### config.mk
export PLATFORM = sky130hd
export DESIGN_NAME = evt_irq_router
export DESIGN_NICKNAME = d
export VERILOG_FILES = /design/src/rtl/evr_pkg.sv /design/src/rtl/evr_cfg_regs.sv /design/src/rtl/evr_sticky_status.sv /design/src/rtl/evr_irq_merge.sv /design/src/rtl/evt_irq_router.sv
export SDC_FILE = /design/constraint.sdc
export NUM_CORES = 1
export LEC_CHECK = 0
export ABC_AREA = 1
export BUFFER_PORTS_ARGS = -buffer_cell sky130_fd_sc_hd__buf_2
export CAP_MARGIN = 20
export CORE_MARGIN = 2
export CORE_UTILIZATION = 40
export DETAILED_ROUTE_END_ITERATION = 10
export PLACE_DENSITY = 0.68
export SLEW_MARGIN = 0
export SYNTH_ARGS = -nofsm -noshare
export SYNTH_HDL_FRONTEND = slang
export SYNTH_SLANG_ARGS = --single-unit
### constraint.sdc
create_clock -name clk -period 0.8 [get_ports clk]
set_clock_uncertainty 0.1 [all_clocks]
set_input_delay 0.16 -clock clk [delete_from_list [all_inputs] [get_ports clk]]
set_output_delay 0.16 -clock clk [all_outputs]
set_load 0.02 [all_outputs]
### src/rtl/evr_pkg.sv
package evr_pkg;

  typedef enum logic [1:0] {
    EVR_A_STATUS = 2'd0,
    EVR_A_ENABLE = 2'd1,
    EVR_A_DEST   = 2'd2,
    EVR_A_SPARE  = 2'd3
  } evr_addr_e;

  localparam int EVR_N_DST    = 2;
  localparam int EVR_DST_HOST = 0;
  localparam int EVR_DST_SIGP = 1;

endpackage

### src/rtl/evr_cfg_regs.sv
module evr_cfg_regs
  import evr_pkg::*;
#(
  parameter int N_EVT = 8
) (
  input  logic             clk,
  input  logic             rst_n,
  input  logic             wr,
  input  logic [1:0]       addr,
  input  logic [N_EVT-1:0] wdata,
  output logic [N_EVT-1:0] en_q,
  output logic [N_EVT-1:0] dest_q
);

  logic             en_ce;
  logic             dest_ce;
  logic [N_EVT-1:0] en_d;
  logic [N_EVT-1:0] dest_d;

  always_comb begin
    en_ce   = wr && (addr == EVR_A_ENABLE);
    dest_ce = wr && (addr == EVR_A_DEST);
    en_d    = wdata;
    dest_d  = wdata;
  end

  always_ff @(posedge clk or negedge rst_n) begin
    if (!rst_n) begin
      en_q <= '0;
    end else if (en_ce) begin
      en_q <= en_d;
    end
  end

  always_ff @(posedge clk or negedge rst_n) begin
    if (!rst_n) begin
      dest_q <= '0;
    end else if (dest_ce) begin
      dest_q <= dest_d;
    end
  end

  // the spare address leaves both words untouched
  a_r8_spare_write_ignored: assert property (@(posedge clk) disable iff (!rst_n)
    (wr && addr == EVR_A_SPARE) |=> ($stable(en_q) && $stable(dest_q)));

  // a write to the enable word lands on the next edge
  a_r9_enable_write_lands: assert property (@(posedge clk) disable iff (!rst_n)
    (wr && addr == EVR_A_ENABLE) |=> (en_q == $past(wdata)));

endmodule

### src/rtl/evr_sticky_status.sv
module evr_sticky_status #(
  parameter int N_EVT = 8
) (
  input  logic             clk,
  input  logic             rst_n,
  input  logic [N_EVT-1:0] evt,
  input  logic             clr_en,
  input  logic [N_EVT-1:0] clr_mask,
  output logic [N_EVT-1:0] status_q
);

  logic [N_EVT-1:0] clr_eff;
  logic [N_EVT-1:0] status_d;
  logic             status_ce;

  always_comb begin
    clr_eff   = clr_en ? clr_mask : '0;
    status_ce = clr_en || (|evt);
    status_d  = (status_q & ~clr_eff) | evt;
  end

  always_ff @(posedge clk or negedge rst_n) begin
    if (!rst_n) begin
      status_q <= '0;
    end else if (status_ce) begin
      status_q <= status_d;
    end
  end

  // every pulsed bit is set after the edge, even under a clear
  a_r2_event_latched: assert property (@(posedge clk) disable iff (!rst_n)
    (|evt) |=> ((status_q & $past(evt)) == $past(evt)));

  // a cleared bit with no event falls
  a_r3_clear_drops: assert property (@(posedge clk) disable iff (!rst_n)
    (clr_en && (|(clr_mask & ~evt))) |=> ((status_q & $past(clr_mask & ~evt)) == '0));

  // bits neither pulsed nor cleared hold their value
  a_r3_untouched_hold: assert property (@(posedge clk) disable iff (!rst_n)
    1'b1 |=> ((status_q & ~$past(clr_eff | evt)) == ($past(status_q) & ~$past(clr_eff | evt))));

endmodule

### src/rtl/evr_irq_merge.sv
module evr_irq_merge
  import evr_pkg::*;
#(
  parameter int N_EVT = 8
) (
  input  logic                 clk,
  input  logic                 rst_n,
  input  logic [N_EVT-1:0]     status,
  input  logic [N_EVT-1:0]     en,
  input  logic [N_EVT-1:0]     dest,
  output logic [EVR_N_DST-1:0] irq
);

  logic [N_EVT-1:0] armed;

  always_comb armed = status & en;

  for (genvar d = 0; d < EVR_N_DST; d++) begin : g_dst
    logic [N_EVT-1:0] sel;
    always_comb begin
      sel    = (d == EVR_DST_SIGP) ? dest : ~dest;
      irq[d] = |(armed & sel);
    end
  end

  // nothing enabled and pending means both lines are quiet
  a_r6_disabled_silent: assert property (@(posedge clk) disable iff (!rst_n)
    ((status & en) == '0) |-> (irq == '0));

  // at most one destination per pending bit, so with one armed bit only one line rises
  a_r5_single_line: assert property (@(posedge clk) disable iff (!rst_n)
    ($countones(status & en) == 1) |-> $onehot(irq));

endmodule

### src/rtl/evt_irq_router.sv
module evt_irq_router
  import evr_pkg::*;
#(
  parameter int N_EVT = 8
) (
  input  logic             clk,
  input  logic             rst_n,
  input  logic [N_EVT-1:0] evt_pulse,
  input  logic             cfg_wr,
  input  logic [1:0]       cfg_addr,
  input  logic [N_EVT-1:0] cfg_wdata,
  output logic [N_EVT-1:0] cfg_rdata,
  output logic             irq_host,
  output logic             irq_sigp
);

  logic [1:0]           rst_pipe;
  logic                 rst_sync_n;
  logic [N_EVT-1:0]     status;
  logic [N_EVT-1:0]     en;
  logic [N_EVT-1:0]     dest;
  logic                 clr_en;
  logic [EVR_N_DST-1:0] irq;

  // asynchronous assert, synchronous release
  always_ff @(posedge clk or negedge rst_n) begin
    if (!rst_n) begin
      rst_pipe <= '0;
    end else begin
      rst_pipe <= {rst_pipe[0], 1'b1};
    end
  end

  always_comb rst_sync_n = rst_pipe[1];

  always_comb clr_en = cfg_wr && (cfg_addr == EVR_A_STATUS);

  evr_cfg_regs #(.N_EVT(N_EVT)) u_cfg (
    .clk    (clk),
    .rst_n  (rst_sync_n),
    .wr     (cfg_wr),
    .addr   (cfg_addr),
    .wdata  (cfg_wdata),
    .en_q   (en),
    .dest_q (dest)
  );

  evr_sticky_status #(.N_EVT(N_EVT)) u_stat (
    .clk      (clk),
    .rst_n    (rst_sync_n),
    .evt      (evt_pulse),
    .clr_en   (clr_en),
    .clr_mask (cfg_wdata),
    .status_q (status)
  );

  evr_irq_merge #(.N_EVT(N_EVT)) u_merge (
    .clk    (clk),
    .rst_n  (rst_sync_n),
    .status (status),
    .en     (en),
    .dest   (dest),
    .irq    (irq)
  );

  always_comb begin
    irq_host = irq[EVR_DST_HOST];
    irq_sigp = irq[EVR_DST_SIGP];
    unique case (cfg_addr)
      EVR_A_STATUS: cfg_rdata = status;
      EVR_A_ENABLE: cfg_rdata = en;
      EVR_A_DEST:   cfg_rdata = dest;
      default:      cfg_rdata = '0;
    endcase
  end

  // a config write never disturbs pending status when no event or clear coincides
  a_r7_status_kept: assert property (@(posedge clk) disable iff (!rst_sync_n)
    (cfg_wr && cfg_addr != EVR_A_STATUS && evt_pulse == '0) |=> $stable(status));

endmodule

Yosys cells after proc, flatten, opt, wreduce, memory -nomap -nowiden. Cells that the tools add are included.

Register bits after elaboration: 26. Input bits: 21. Output and inout port bits: 10. Word-level logic and storage cells: 23.

Eq/ne operators: 2. Multiplexer cells: 2. Bitwise logic cells: 7. Reductions and logical operators: 8.

Operators with widths (count): 8-bit AND (4); 8-bit case mux with 3 select lines (1); 8-bit OR reduction (3); 8-bit NOT (2); 8-bit two-way mux (1); 8-bit bitwise OR (1); 1-bit logical AND (3); 2-bit by 1-bit == test with 1-bit output (second input constant) (1); 2-bit == test (second input constant) (1); 2-bit logical NOT (1); 1-bit logical OR (1).

Longest topological paths before layout.
Depth after elaboration: 6. Mapped depth: 6. Mapped depth without buffers: 5.

Cells and area by module. Synthesis repeated with hierarchy kept, for this count alone.

Cell total of the unflattened synthesis: 191. Area total of the unflattened synthesis: 1481.4 µm².

Modules (own cells, without submodules): evr_cfg_regs (times used 1, cells each 72, area an instance 726.9 µm², sequential area each 400.4 µm²); evr_sticky_status (times used 1, cells each 41, area an instance 325.3 µm², sequential area each 200.2 µm²); evt_irq_router (times used 1, cells each 41, area an instance 252.7 µm², sequential area each 50.0 µm²); evr_irq_merge (times used 1, cells each 37, area an instance 176.4 µm², sequential area each 0.0 µm²).

Worst setup path before layout. OpenSTA, ideal clock, no wires.

Path type: register to output. From: register u_cfg.dest_q[6]. To: output irq_host. Arrival time: 0.772 ns. Data required time: 0.540 ns. Path slack: -0.232 ns. Stages on the path, launching flop included: 5. Buffers on the path: 0. Path through: dfrtp_1 -> nand3b_1 -> nand2_1 -> nor2_1 -> nand2_1.

Word-level cells in the longest chain between the ends: 3.

RTL lines: start: declaration (RTL line evr_cfg_regs.sv:12) `output logic [N_EVT-1:0] dest_q`; start signal: assignment (RTL line evr_cfg_regs.sv:39) `dest_q <= dest_d;`; 8-bit NOT (RTL line evr_irq_merge.sv:21) `sel = (d == EVR_DST_SIGP) ? dest : ~dest;`; 8-bit AND (RTL line evr_irq_merge.sv:22) `irq[d] = |(armed & sel);`; 8-bit OR reduction (RTL line evr_irq_merge.sv:22); end: declaration (RTL line evt_irq_router.sv:13) `output logic irq_host,`.

Every way passes these cells.

Worst setup path after layout.
From: register u_cfg.dest_q[7]. To: output irq_sigp.

Word-level cells in the longest chain between the ends: 2.

RTL lines: 8-bit AND (RTL line evr_irq_merge.sv:22); 8-bit OR reduction (RTL line evr_irq_merge.sv:22); end: declaration (RTL line evt_irq_router.sv:14) `output logic irq_sigp`.

Every way passes these cells.

==> impl_metrics.csv <==
group,metric,value,unit
pwr,clockPowerShare,15.6,%
pwr,seqPwrFrac,42.1,%
critical_path,critPathKind,"register to output port",
global_routing,grt_use_met1,23.7,%
clocking,cts_root_buffer,"clkbuf_4",
timing,final.period_utilization,191,%
route,drc,0,
clocking,cts_buffer_depth,2,
global_routing,first_global_vias,1412,
place,portBuffers,30,
critical_path,end_kind,"output port",
route,postRouteAntennaNets,0,
timing,finalSetupViolCount,30,
clocking,h-tree-depth,1,
synthesis,synth_top_cell_area_share,48.1,%
final_layout,num-fill-cells,241,
critical_path,critPathRequiredTime,540,ps
synthesis,synth.most_common_cell,"nand2_1",
die,dieArea,3860,um^2
route,vias,1375,
synthesis,synth.ff_latch_count,26,
clocking,clk_latency,330,ps
final_layout,n_antenna_cell,0,
timing,hold_viol,0,
global_routing,use_met2,33.4,%
die,coreArea,3280,um^2
timing,worst_slack,-726,ps
global_routing,grt_max_degree,25,
critical_path,crit_fanout,3,
clocking,cts_made_buffers,3,
pwr,power_density,1610,nW/um^2
global_routing,overflow,0,
place,dpl.hpwl,2200,um
pwr,power.total,3810,uW
timing,rsz0062_at_grt,"true",
global_routing,grt_busiest_layer,"met2",
clocking,cts.clk_slew.worst_paths,140,ps
die,io_pins,31,
timing,timing.fmax,0.655,GHz
synthesis,synth.avg_cell_area,7.95,um^2
final_layout,drive_gt1_share,57.5,%
die,die_height,62.1,um
synthesis,synth_top_cell_by_area,"dfrtp_1",
place,pre_cts_slack,-487,ps
critical_path,cp_num_buf_inv,1,
global_routing,antenna_found_initial,0,
global_routing,grt_pass1_wl,6020,um
pwr,p_comb_share,42.4,%
synthesis,synth_async_sr_flop_share,100,%
pwr,intPower,2540,uW
global_routing,gr-usage-met3,2.17,%
synthesis,syn_area,1350,um^2
final_layout,area_delta_synth_final,75.8,%
global_routing,track_usage,19.3,%
run_status,status,"complete, but fails checks",
synthesis,synthTopCellsByCount,"57 x nand2_1, 26 x dfrtp_1, 24 x inv_1",
critical_path,arrival,1270,ps
pwr,p_leak,0.00117,uW
run_status,violations,"negative setup slack",
critical_path,cpLargestDelayFamily,"flip-flops",
critical_path,startpoint_type,"register",
synthesis,ys_warn_count,0,
critical_path,critPathMaxStageDelay,440,ps
clocking,clock-sinks,26,
synthesis,synth_flop_cell,"dfrtp_1",
pwr,ir_worst_vdd,0.00103,V
route,via_per_inst,4.69,
flow_run,cap_violations,0,
place,routabilityCongestion,0.752,
clocking,cts_tree,"done",
synthesis,yosysSeqAreaShare,48.1,%
final_layout,finalNetCount,269,
synthesis,synth_edf_count,0,
timing,setup_tns,-8370,ps
die,initial_core_util,41.1,%
synthesis,synth_area_leaders,"dfrtp_1 48%, nand2_1 16%, nand3_1 8.5%",
route,first_iter_violations,63,
critical_path,cp_slowest_cell,"dfrtp_1",
synthesis,synth_cell_types,16,
pwr,switching_share,33.5,%
route,wirelength,3560,um
route,dr.pass1.iters,4,
pwr,p_sw,1280,uW
die,fp-row-count,21,
die,die_w,62.1,um
hold_path,holdCritPathClass,"input pin to asynchronous set/reset pin",
route,wl_per_cell,12.2,um
timing,fin_crit,1530,ps
critical_path,crit_chain,"nand3_1 -> nand2_1 -> nor2_2 -> nand2_2 -> buf_6",
synthesis,syn-num-nets,191,
synthesis,syn_inst,170,
timing,maxSlewViolCount,0,
## sequential cells by signal, indices dropped and copies added (netlist names)
name and count:
u_cfg.dest_q 8, u_cfg.en_q 8, u_stat.status_q 8, rst_pipe 2
## cells in the final DEF (no fill, tap or decap)
cell type       n
buf_6          37
conb_1          1
nand2_2        29
inv_1          23
nor2_2          3
nand2_1        24
dlygate4sd3_1   9
inv_8           2
clkbuf_4        4
dfrtp_1        25
nor2_4          3
o21ai_1         5
buf_12          4
buf_4           6
dfrtp_2         1
nand2_8         3
nand3b_1        1
buf_2          18
nand2_4         5
nand3_2         8
nand3_1        15
nor2_1          1
clkbuf_1        1
o21ai_2        19
## cell families (layout without fill, tap and decap cells)
group	count (synthesis)	in the layout	share of synthesized area, %
simple gates	92	92	30.7
buf+inv	27	104	8.61
flops	26	26	48.1
compound gates	24	24	12.2
other cells	1	1	0.278
## final timing paths
path	from	slack [ps]	depth (start not counted)	endpoint
worst max-delay path	u_cfg.dest_q[7]	-730	5	irq_sigp
worst min-delay path	rst_n	10	2	rst_pipe[1]
worst max register to register	u_cfg.dest_q[7]	-160	4	u_cfg.dest_q[7]
worst min register to register	rst_pipe[1]	110	1	u_stat.status_q[2]
max in group asynchronous	rst_pipe[1]	340	1	u_cfg.en_q[6]
min in group clk	cfg_wdata[3]	20	3	u_cfg.dest_q[3]
## routing by layer
metal | routed length (um) | up-vias
li1 | - | 701
met1 | 1480 | 631
met2 | 1890 | 36
met3 | 127 | 7
met4 | 63 | 0
met5 | 0 | -
## power by group through the flow
stage	sequential, uW	combinational, uW	clock [uW]
floorplan	1620	607	0
global placement	1600	1070	0
detailed placement	1610	1080	0
CTS	1600	1460	605
global route	1630	1760	656
finish	1600	1620	594
## cell type report
cell class | count | area [um^2] | share of cell area [%]
sequential | 26 | 652 | 27.4
clock buffer | 4 | 26.3 | 1.11
inverter | 25 | 109 | 4.58
tap | 46 | 57.6 | 2.42
timing repair buffer | 75 | 729 | 30.7
multi-input combinational | 117 | 802 | 33.8
## stage by stage
stage                     util [%]  cell area, um^2  hold WS [ps]  instances
after CTS                     68.0             2230          10.7        287
after detailed placement      55.5             1820          -150        267
after floorplan                  -             1430          -236        170
final                         72.3             2380          11.3        293
after global placement        55.5             1820          -153        267
after global routing          72.3             2380          21.6        293
## what timing repair did
| action | CTS | global route |
|---|---|---|
| buffers inserted | 7 | 10 |
| hold buffers | 9 | 0 |
| setup endpoints to repair | 31 | 33 |
| resized for setup | 71 | 28 |
| pin swaps | 28 | 14 |
| hold endpoints to repair | 10 | 0 |
## worst register-to-register path: stages (launching register included)
cell	delay, ps
dfrtp_1	440
buf_6	130
buf_6	100
nand2_2	50
o21ai_2	50
Note: power is estimated with default switching activity, not from simulation.
